==> config.mk <==
export PLATFORM = sky130hd
export DESIGN_NAME = hdlc_rx_pool
export DESIGN_NICKNAME = d
export VERILOG_FILES = /design/src/rtl/hrp_pkg.sv /design/src/rtl/hrp_pool_mem.sv /design/src/rtl/hrp_len_counter.sv /design/src/rtl/hrp_pool_ctrl.sv /design/src/rtl/hdlc_rx_pool.sv
export SDC_FILE = /design/constraint.sdc
export NUM_CORES = 1
export LEC_CHECK = 0
export ABC_AREA = 1
export ABC_CLOCK_PERIOD_IN_PS = 3210
export BUFFER_PORTS_ARGS = -buffer_cell sky130_fd_sc_hd__buf_2
export CAP_MARGIN = 20
export CORE_ASPECT_RATIO = 2
export CORE_MARGIN = 2
export CORE_UTILIZATION = 55
export CTS_BUF_LIST = sky130_fd_sc_hd__clkbuf_2
export DETAILED_ROUTE_END_ITERATION = 8
export HOLD_SLACK_MARGIN = 0.05
export PLACE_DENSITY = 0.71
export SYNTH_ARGS = -nofsm -noshare
export SYNTH_HDL_FRONTEND = slang
export SYNTH_HIERARCHICAL = 1
export SYNTH_SLANG_ARGS = --single-unit
==> constraint.sdc <==
create_clock -name clk -period 3.21 [get_ports clk]
set_clock_uncertainty 0.05 [all_clocks]
set_input_delay 0.4815 -clock clk [delete_from_list [all_inputs] [get_ports clk]]
set_output_delay 0.4815 -clock clk [all_outputs]
set_load 0.02 [all_outputs]
==> src/rtl/hrp_pkg.sv <==
// Package: shared types for the HDLC receive pool buffer.
// Assumes nothing beyond IEEE 1800-2017 packed structs.
package hrp_pkg;
    // End-of-frame status captured when the deframer closes a message
    typedef struct packed {
        logic crc_ok;
        logic abort;
    } end_stat_t;
endpackage

==> src/rtl/hrp_pool_mem.sv <==
// Module: octet storage for all pools, one write port and one asynchronous
// read port. Assumes the controller never writes and reads the same address
// with conflicting intent; the storage itself carries no reset.
module hrp_pool_mem #(
    parameter int ADDR_W = 6
) (
    input  logic              clk,
    input  logic              wr_en,
    input  logic [ADDR_W-1:0] wr_addr,
    input  logic [7:0]        wr_data,
    input  logic [ADDR_W-1:0] rd_addr,
    output logic [7:0]        rd_data
);
    localparam int DEPTH = 1 << ADDR_W;

    logic [7:0] store [DEPTH];

    // Write one octet per accepted strobe
    always_ff @(posedge clk) begin
        if (wr_en) store[wr_addr] <= wr_data;
    end

    // Present the octet at the host read address
    assign rd_data = store[rd_addr];
endmodule

==> src/rtl/hrp_len_counter.sv <==
// Module: saturating message length counter with an overflow flag.
// Assumes clr has priority over inc and that rst_n is synchronous.
module hrp_len_counter #(
    parameter int CNT_W = 12
) (
    input  logic             clk,
    input  logic             rst_n,
    input  logic             clr,
    input  logic             inc,
    output logic [CNT_W-1:0] count,
    output logic             sat
);
    localparam logic [CNT_W-1:0] TOP = '1;

    // Count accepted octets; on an increment at the top, hold and flag
    always_ff @(posedge clk) begin
        if (!rst_n || clr) begin
            count <= '0;
            sat   <= 1'b0;
        end else if (inc) begin
            if (count == TOP) sat <= 1'b1;
            else              count <= count + 1'b1;
        end
    end
endmodule

==> src/rtl/hrp_pool_ctrl.sv <==
// Module: pool ring bookkeeping: write and read pool indices, offsets,
// per-pool occupancy, drop tracking, interrupt pulses and status latches.
// Assumes NUM_POOLS and POOL_BYTES are powers of two and that rx_end never
// coincides with rx_valid. Pools are released in ring order.
module hrp_pool_ctrl
    import hrp_pkg::*;
#(
    parameter int NUM_POOLS  = 2,
    parameter int POOL_BYTES = 32
) (
    input  logic clk,
    input  logic rst_n,
    input  logic rx_valid,
    input  logic rx_end,
    input  logic rx_crc_ok,
    input  logic rx_abort,
    input  logic host_rd,
    input  logic cmd_release,
    input  logic cmd_reset,
    output logic wr_en,
    output logic [$clog2(NUM_POOLS)+$clog2(POOL_BYTES)-1:0] wr_addr,
    output logic [$clog2(NUM_POOLS)+$clog2(POOL_BYTES)-1:0] rd_addr,
    output logic cnt_inc,
    output logic cnt_clr,
    output logic irq_block,
    output logic irq_msg_end,
    output logic msg_done,
    output logic data_ovf,
    output end_stat_t end_stat
);
    localparam int POOL_W = (NUM_POOLS > 1) ? $clog2(NUM_POOLS) : 1;
    localparam int OFF_W  = $clog2(POOL_BYTES);
    localparam logic [OFF_W-1:0] LAST_OFF = OFF_W'(POOL_BYTES - 1);

    logic [POOL_W-1:0]    wp_q, rp_q, rp_n;
    logic [OFF_W-1:0]     wr_off_q, rd_off_q;
    logic [NUM_POOLS-1:0] occ_q, set_v, clr_v, occ_kept;
    logic                 eom_q, drop_q, blk_q, end_q;
    end_stat_t            stat_q;

    logic take_oct, take_end, store_ok, drop_now, blk_full, rel_ok, final_rel;

    // Qualify deframer strobes and host commands against current state
    always_comb begin
        take_oct  = rx_valid && !eom_q;
        take_end  = rx_end && !eom_q;
        store_ok  = take_oct && !drop_q && !occ_q[wp_q];
        drop_now  = take_oct && !drop_q && occ_q[wp_q];
        blk_full  = store_ok && (wr_off_q == LAST_OFF);
        rel_ok    = cmd_release && occ_q[rp_q];
        rp_n      = rp_q + 1'b1;
        occ_kept  = occ_q & ~clr_v;
        final_rel = rel_ok && eom_q && (occ_kept == '0);
    end

    // Per-pool set and clear terms for the occupancy vector
    for (genvar g = 0; g < NUM_POOLS; g++) begin : g_pool
        assign set_v[g] = (blk_full || take_end) && (wp_q == POOL_W'(g));
        assign clr_v[g] = rel_ok && (rp_q == POOL_W'(g));
    end

    // Occupancy, indices and offsets of the pool ring
    always_ff @(posedge clk) begin
        if (!rst_n || cmd_reset) begin
            occ_q    <= '0;
            wp_q     <= '0;
            rp_q     <= '0;
            wr_off_q <= '0;
            rd_off_q <= '0;
        end else begin
            occ_q <= occ_kept | set_v;
            if (final_rel) begin
                wp_q     <= rp_n;
                wr_off_q <= '0;
            end else if (blk_full || take_end) begin
                wp_q     <= wp_q + 1'b1;
                wr_off_q <= '0;
            end else if (store_ok) begin
                wr_off_q <= wr_off_q + 1'b1;
            end
            if (rel_ok) begin
                rp_q     <= rp_n;
                rd_off_q <= '0;
            end else if (host_rd && occ_q[rp_q]) begin
                rd_off_q <= rd_off_q + 1'b1;
            end
        end
    end

    // Message-end, drop tracking and status capture
    always_ff @(posedge clk) begin
        if (!rst_n || cmd_reset) begin
            eom_q  <= 1'b0;
            drop_q <= 1'b0;
            stat_q <= '0;
        end else if (final_rel) begin
            eom_q  <= 1'b0;
            drop_q <= 1'b0;
            stat_q <= '0;
        end else begin
            if (drop_now) drop_q <= 1'b1;
            if (take_end) begin
                eom_q         <= 1'b1;
                stat_q.crc_ok <= rx_crc_ok;
                stat_q.abort  <= rx_abort;
            end
        end
    end

    // One-cycle interrupt pulses
    always_ff @(posedge clk) begin
        if (!rst_n || cmd_reset) begin
            blk_q <= 1'b0;
            end_q <= 1'b0;
        end else begin
            blk_q <= blk_full;
            end_q <= take_end;
        end
    end

    assign wr_en       = store_ok;
    assign wr_addr     = {wp_q[POOL_W-1:0], wr_off_q};
    assign rd_addr     = {rp_q[POOL_W-1:0], rd_off_q};
    assign cnt_inc     = take_oct;
    assign cnt_clr     = cmd_reset || final_rel;
    assign irq_block   = blk_q;
    assign irq_msg_end = end_q;
    assign msg_done    = eom_q;
    assign data_ovf    = drop_q;
    assign end_stat    = stat_q;
endmodule

==> src/rtl/hdlc_rx_pool.sv <==
// Module: top of the HDLC receive pool buffer. It joins storage, ring
// control and the length counter, and splits the count into the low and
// high count outputs. Assumes CNT_W > LO_W and LO_W > log2(POOL_BYTES).
module hdlc_rx_pool
    import hrp_pkg::*;
#(
    parameter int NUM_POOLS  = 2,
    parameter int POOL_BYTES = 32,
    parameter int CNT_W      = 12,
    parameter int LO_W       = 8
) (
    input  logic                 clk,
    input  logic                 rst_n,
    input  logic                 rx_valid,
    input  logic [7:0]           rx_data,
    input  logic                 rx_end,
    input  logic                 rx_crc_ok,
    input  logic                 rx_abort,
    input  logic                 host_rd,
    input  logic                 cmd_release,
    input  logic                 cmd_reset,
    output logic [7:0]           rd_data,
    output logic                 irq_block,
    output logic                 irq_msg_end,
    output logic                 msg_done,
    output logic [LO_W-1:0]      cnt_lo,
    output logic [CNT_W-LO_W:0]  cnt_hi,
    output logic                 st_crc_ok,
    output logic                 st_abort,
    output logic                 st_data_ovf
);
    localparam int ADDR_W = $clog2(NUM_POOLS) + $clog2(POOL_BYTES);

    logic              wr_en, cnt_inc, cnt_clr, len_sat;
    logic [ADDR_W-1:0] wr_addr, rd_addr;
    logic [CNT_W-1:0]  len_cnt;
    end_stat_t         end_stat;

    hrp_pool_ctrl #(
        .NUM_POOLS (NUM_POOLS),
        .POOL_BYTES(POOL_BYTES)
    ) u_ctrl (
        .clk        (clk),
        .rst_n      (rst_n),
        .rx_valid   (rx_valid),
        .rx_end     (rx_end),
        .rx_crc_ok  (rx_crc_ok),
        .rx_abort   (rx_abort),
        .host_rd    (host_rd),
        .cmd_release(cmd_release),
        .cmd_reset  (cmd_reset),
        .wr_en      (wr_en),
        .wr_addr    (wr_addr),
        .rd_addr    (rd_addr),
        .cnt_inc    (cnt_inc),
        .cnt_clr    (cnt_clr),
        .irq_block  (irq_block),
        .irq_msg_end(irq_msg_end),
        .msg_done   (msg_done),
        .data_ovf   (st_data_ovf),
        .end_stat   (end_stat)
    );

    hrp_pool_mem #(
        .ADDR_W(ADDR_W)
    ) u_mem (
        .clk    (clk),
        .wr_en  (wr_en),
        .wr_addr(wr_addr),
        .wr_data(rx_data),
        .rd_addr(rd_addr),
        .rd_data(rd_data)
    );

    hrp_len_counter #(
        .CNT_W(CNT_W)
    ) u_len (
        .clk  (clk),
        .rst_n(rst_n),
        .clr  (cnt_clr),
        .inc  (cnt_inc),
        .count(len_cnt),
        .sat  (len_sat)
    );

    // Split the length into the low field and the high field plus flag
    assign cnt_lo    = len_cnt[LO_W-1:0];
    assign cnt_hi    = {len_sat, len_cnt[CNT_W-1:LO_W]};
    assign st_crc_ok = end_stat.crc_ok;
    assign st_abort  = end_stat.abort;
endmodule

* Yosys cells after proc, flatten, opt, wreduce, memory -nomap -nowiden
Memory sizes are Yosys's and may differ from the RTL's. Cells that the tools add are included. W data, S select, Z words.
Storage, ports and cells: register bits after elaboration 33, bits in writable memories 512, bits of input ports 17, word-level logic and storage cells 66, memories 1
Memory list:
- u_mem.store | words 64, bits a word 8, read ports 1, clocked after Yosys merged registers in 0, wr ports 1, RTL line hrp_pool_mem.sv:16 | logic [7:0] store [DEPTH];
Operators by class: add/sub/neg operators 5, magnitude comparators 2, eq/ne operators 2, multiplexer cells 8, bitwise operators 6, reduce and logical (&&, ||, !) cells 29
Operator list (number):
- $logic_and A1 B1 Y1 | 14
- $add A12 B1 Y12 const B | 1
- $eq A12 B12 Y1 const B | 1
- $add A5 B1 Y5 const B | 2
- $mux W1 | 8
- $eq A5 B5 Y1 const B | 1
- $logic_not A1 Y1 | 4
- $logic_or A1 B1 Y1 | 4
- $lt A1 B2 Y1 const B | 2
- $reduce_and A2 Y1 | 2
- $reduce_or A2 Y1 | 2
- $not A1 Y1 | 3
- $reduce_or A3 Y1 | 1
- $add A1 B1 Y1 const B | 2
- $and A2 B2 Y2 | 1
- $logic_not A2 Y1 | 1
- $not A2 Y2 | 1
- $or A2 B2 Y2 | 1
- $reduce_bool A2 Y1 | 1

* Depth between registers and ports, before layout
depth after elaboration 10, gate-level depth with buffers 12, gate-level depth less buffers 11

* Modules after synthesis
The synthesis kept the hierarchy.
Modules (own cells, without submodules):
- hrp_pool_mem | times used 1, cells each 1797, area each 21179.1 µm²
- hrp_pool_ctrl | times used 1, cells each 136, area each 1037.2 µm²
- hrp_len_counter | times used 1, cells each 116, area each 749.5 µm²
- hdlc_rx_pool | times used 1, cells each 1, area each 7.5 µm²

* Least setup slack after synthesis
Ideal clock, no wire load.
kind flip-flop to flip-flop, start point register u_ctrl.eom_q (netlist: u_ctrl/msg_done), end point memory u_mem.store[48][0] (enable), arrival 2.236 ns, data required time 2.765 ns, slack 0.530 ns, cell stages (with the launch flop) 9, clock period less this slack 2.680 ns, path through dfxtp_1 inv_2 nand2_2 nor2_4 nand2_4 inv_2 clkbuf_1 nand4_1 nor4_1
Between the ends: cells in the longest elaborated chain, start to end 6
RTL lines:
- from (decl) | RTL line hrp_pool_ctrl.sv:38 | logic eom_q, drop_q, blk_q, end_q;
- from (signal assigned) | RTL line hrp_pool_ctrl.sv:93 | eom_q <= 1'b0;
- from (signal assigned) | RTL line hrp_pool_ctrl.sv:97 | eom_q <= 1'b0;
- from (signal assigned) | RTL line hrp_pool_ctrl.sv:103 | eom_q <= 1'b1;
- $logic_not A1 Y1 | RTL line hrp_pool_ctrl.sv:45 | take_oct = rx_valid && !eom_q;
- $logic_and A1 B1 Y1 | RTL line hrp_pool_ctrl.sv:45
- $logic_and A1 B1 Y1 (2 in a row) | RTL line hrp_pool_ctrl.sv:47 | store_ok = take_oct && !drop_q && !occ_q[wp_q];
- net wr_en | RTL line hdlc_rx_pool.sv:34 | logic wr_en, cnt_inc, cnt_clr, len_sat;
- $mux W1 | RTL line hrp_pool_mem.sv:20 | if (wr_en) store[wr_addr] <= wr_data;
- $mux W1 (not written as such) | RTL line hrp_pool_mem.sv:20
- to (decl) | RTL line hrp_pool_mem.sv:16
The timed path passes the listed nets, and every way through them passes these cells.

* Worst setup path in the final report
start point register u_ctrl.rd_off_q[0], end point output port rd_data[2]
Between the ends: cells in the longest elaborated chain, start to end 1
RTL lines:
- from (decl) | RTL line hrp_pool_ctrl.sv:36 | logic [OFF_W-1:0] wr_off_q, rd_off_q;
- from (signal assigned) | RTL line hrp_pool_ctrl.sv:85 | rd_off_q <= rd_off_q + 1'b1;
- $mem_v2 Z64 W8
- to (decl) | RTL line hdlc_rx_pool.sv:22 | output logic [7:0] rd_data,
Every way passes these cells.

==> Flow_metrics.wiki <==
{| class="wikitable"
! Metric !! Value
|-
| Outcome || complete, but fails checks
|-
| Violated checks || negative setup slack
|-
| Worst rel slew slack || 0.412
|-
| Internal Pwr Total || 9.35 mW
|-
| Share of total power in the clock network || 0.323
|-
| Compound-cell area share of the yosys netlist || 0.00615
|-
| Reg2Reg Launch Point || u_ctrl/wp_q$_SDFFE_PP0P_
|-
| Distinct cell type count of the synthesized netlist || 36
|-
| Worst R2R End || u_mem/store[12][5]$_DFFE_PP_
|-
| Post-Syn Area || 23000 um2
|-
| Residual antenna-violating net count after detailed routing || 0
|-
| Final worst setup slack || -0.258 ns
|-
| Critical path origin || u_ctrl/rd_off_q[0]$_SDFFE_PP0P_
|-
| Average wire length per cell after detail routing || 24.4 um
|-
| Signed area change from the synthesized netlist to the final layout || 17.7%
|-
| Leakage component of the power || 10.1 nW
|-
| GR Layer Usage met1 || 0.332
|-
| Capture point of the critical path || rd_data[2]
|-
| Startpoint kind of the worst setup timing path || register
|-
| Aggregate global routing overflow || 0
|-
| Unrepaired setup endpoints after global routing || yes
|-
| Hpwl dp || 37400 um
|-
| Synthesis-stage register bit count || 545
|-
| Data required time at the worst endpoint || 2.68 ns
|-
| Tightest Pin Transition || 0.882 ns
|-
| Combinational family with the most area after synthesis || simple AND/OR/NAND/NOR gates
|-
| Clock transition time at the flip-flop clock pins of the worst setup and hold paths || 0.14 ns
|-
| Class of the most critical setup path || reg2out
|-
| Minimum hold slack || 0.354 ns
|-
| Initial antenna violation count || 2
|-
| Max-slew violation total from the final report || 0
|-
| Async set or reset register ratio after synthesis || 0
|-
| Kind of capture point of the worst setup path || output port
|-
| Top-area cell type share of the netlist area || 0.669
|-
| Detail-routed via count per cell || 6.02
|-
| Post-synthesis net count || 2071
|-
| Pwr dens || 453 nW/um2
|-
| Type of the worst min-delay path || in2reg
|-
| Final core utilization || 0.657
|-
| Fraction of synthesized area in multiplexers || 0
|-
| Met3 Track Usage GR || 0.0568
|-
| Y dimension of the die || 293 um
|-
| Maximum resistive drop on vdd || 0.000256 V
|-
| CORE AREA || 41100 um2
|-
| Wire length of the first global-routing pass || 102000 um
|-
| Final min period || 3.47 ns
|-
| Max_cap viols || 0
|-
| Fin crit share || 1.08
|-
| Row count || 105
|-
| Sum of negative setup slack || -1.88 ns
|-
| Depth of the most critical reg-to-reg path || 7
|-
| Arrival @ worst endpoint || 2.94 ns
|-
| Switching Share || 0.237
|-
| Number of DRC violations after detailed routing || 0
|-
| Wire length after detailed routing || 70200 um
|-
| Net switching component of the power || 2.91 mW
|-
| Fraction of met2 tracks used by global routing || 0.571
|-
| Launch instance of the worst min-delay path || host_rd
|-
| Worst reg-to-reg setup slack || 0.48 ns
|-
| Maximum net fanout on the critical path || 8
|-
| Xor/xnor share of the synthesized area || 0.00229
|-
| Count of buffers inserted at the top-level ports || 43
|-
| Adder-cell share of the synthesized area || 0.00218
|-
| Number of clock buffers inserted by TritonCTS || 107
|-
| Clock sink count || 545
|-
| Die X-Extent || 149 um
|-
| Number of buffers on the longest clock path || 3
|-
| Sequential fraction of the synthesis area || 0.698
|-
| Number of enable flip-flop cells after synthesis || 512
|-
| Simple logic cell fraction of the synthesized area || 0.246
|-
| Vias in the first global route || 17.3k
|-
| H-tree lvl count || 3
|-
| Leading cell types by total area after synthesis || edfxtp_1 (67%), nand2_1 (12%), nand3_1 (10%), dfxtp_1 (2.9%), buf_6 (1.8%)
|-
| Number of detailed-routing iterations run before antenna repair || 6
|-
| Highest clock frequency the design can meet || 0.288 GHz
|-
| Final weighted congestion of routability-driven global placement || 0.873
|-
| Hold violation count in the final report || 0
|-
| Vias || 17.3k
|-
| Power after layout || 12.3 mW
|-
| Global routing's busiest layer || met2
|-
| Die Footprint || 43500 um2
|-
| Setup Viol. Count Final || 8
|-
| Overall fraction of global-route tracks in use || 0.322
|-
| Boundary Pins || 44
|-
| Total number of nets in the final design || 2277
|-
| Maximum number of pins on one net before global-route repair || 67
|-
| Combinational cell fraction of total power || 0.042
|-
| Library cell with the largest summed area after synthesis || edfxtp_1
|-
| Gate count after technology mapping || 2050
|-
| Number of synthesis warnings || 6
|-
| Syn Area/Cell || 11.2 um2
|-
| Initial detailed-routing violation count || 1735
|-
| Worst-skew pair later-pin latency || 1.07 ns
|-
| Effective utilization at floorplan || 0.559
|-
| Primary FF master, synth || edfxtp_1
|-
| Fraction of final layout cells sized beyond drive strength 1 || 0.217
|-
| Power share of the sequential group || 0.635
|-
| CTS root buffer || clkbuf_2
|-
| CTS tree || done
|}
[power by group through the flow]
stage	registers (mW)	clock network, mW	logic (mW)
after detailed placement	7.94	0	0.398
after global placement	7.94	0	0.390
after CTS	7.78	4.00	0.503
after global routing	7.79	4.29	0.549
after floorplan	7.95	0	0.177
final	7.78	3.95	0.521
[worst min-delay path by stage]
stage,end,slack (ns),depth (start not counted)
6_report,u_ctrl/rd_off_q[4]$_SDFFE_PP0P_,0.35,5
5_1_grt,u_ctrl/rd_off_q[1]$_SDFFE_PP0P_,0.34,5
4_1_cts,u_ctrl/rd_off_q[1]$_SDFFE_PP0P_,0.23,5
3_5_place_dp,u_ctrl/end_stat[1]$_SDFFE_PP0P_,0.41,2
3_3_place_gp,u_ctrl/end_stat[1]$_SDFFE_PP0P_,0.40,2
2_1_floorplan,u_len/sat$_SDFFE_PP0P_,0.39,1
[layout by cell type, fill, tap and decap left out, types with 3 or more instances in the layout]
cell type / netlist / final
nand2_4: 3 / 5
nand2_1: 706 / 660
nand3_2: 2 / 60
nand3_1: 460 / 397
xnor2_1: 3 / 3
nor3_1: 4 / 4
nand2_2: 7 / 51
buf_6: 37 / 10
buf_16: 0 / 41
dlygate4sd3_1: 0 / 23
inv_16: 0 / 3
nand4_1: 11 / 11
nor4_1: 8 / 8
dfxtp_1: 33 / 30
nor2_4: 3 / 4
ha_1: 4 / 4
clkbuf_2: 0 / 147
clkbuf_16: 0 / 5
nor2_2: 11 / 12
clkinv_1: 1 / 35
inv_1: 38 / 35
buf_12: 0 / 14
buf_4: 18 / 84
edfxtp_1: 512 / 512
clkinv_2: 0 / 10
buf_2: 37 / 35
inv_2: 6 / 7
nand3_4: 1 / 6
a21oi_1: 18 / 18
nor2_1: 85 / 83
xor2_1: 3 / 3
[sequential cells by signal (all words and copies together), names as in the netlist, 2 cells and up]
| name | count |
|---|---|
| u_ctrl/end_stat | 2 |
| u_ctrl/occ_q | 2 |
| u_ctrl/rd_off_q | 5 |
| u_ctrl/wr_off_q | 5 |
| u_len/count | 12 |
| u_mem/store | 512 |
[Yosys cell counts, types with 2 or more instances]
cell type and n:
nor3_1 4, o21ai_1 2, buf_8 2, clkbuf_1 15
xnor2_1 3, nand2_1 706, nand3_1 460, buf_4 18
nand4_1 11, o21ai_2 2, buf_1 10, nor2_2 11
nand2_2 7, buf_2 37, a21oi_1 18, inv_2 6
nor4_1 8, ha_1 4, o21ai_0 2, xor2_1 3
inv_1 38, buf_6 37, edfxtp_1 512, nand3_2 2
nor2_4 3, nor2_1 85, dfxtp_1 33, nand2_4 3
[stage by stage]
step           std cells  setup slack (ns)  instance area, um2
6_report            2878            -0.258               27000
5_1_grt             2878            -0.333               27000
4_1_cts             2870            -0.231               26800
3_5_place_dp        2598            0.0280               23800
3_3_place_gp        2598            0.0501               23800
2_1_floorplan       2050             0.530               23000
[logic make-up (layout without fill, tap and decap cells)]
kind of cell / after synthesis / in the layout
fa+ha+maj: 4 / 4
simple gates: 1304 / 1304
compound gates: 26 / 26
other cells: 0 / 2
buf+inv: 165 / 456
flops: 545 / 545
xor+xnor: 6 / 6
[area by class of cell]
class                   count  area [um2]
inverters                  46         213
repair buffers            213        2700
multi-input cells        1340        6390
flip-flops and latches    545       16000
diodes                      2        5.00
clock inverters            47         241
well taps                 535         669
fillers                  3065       14100
clock buffers             147         736
repair inverters            3        37.5
[metal layers]
metal,part of all wire,vias to the layer above
li1,-,7615
met1,0.31,8285
met2,0.52,1090
met3,0.080,327
met4,0.091,0
met5,0,-
[repair_timing]
action / CTS / global route
setup buffers: 20 / 2
pin swaps: 58 / 18
gates resized for setup: 179 / 20
hold buffers: 23 / 0
gates cloned: 35 / 5
hold endpoints to repair: 269 / 0
endpoints found under the setup margin: 8 / 24
[critical path: stages, from the launching register on]
cell	delay [ns]
dfxtp_4	0.40
buf_12	0.15
buf_16	0.19
buf_16	0.18
nand2_1	0.08
nand3_1	0.08
nand3_1	0.15
nand2_1	0.14
nand2_1	0.06
nand3_1	0.11
nand3_2	0.09
nand2_2	0.11
buf_6	0.12
No activity file was read; power rests on OpenSTA's default activity.
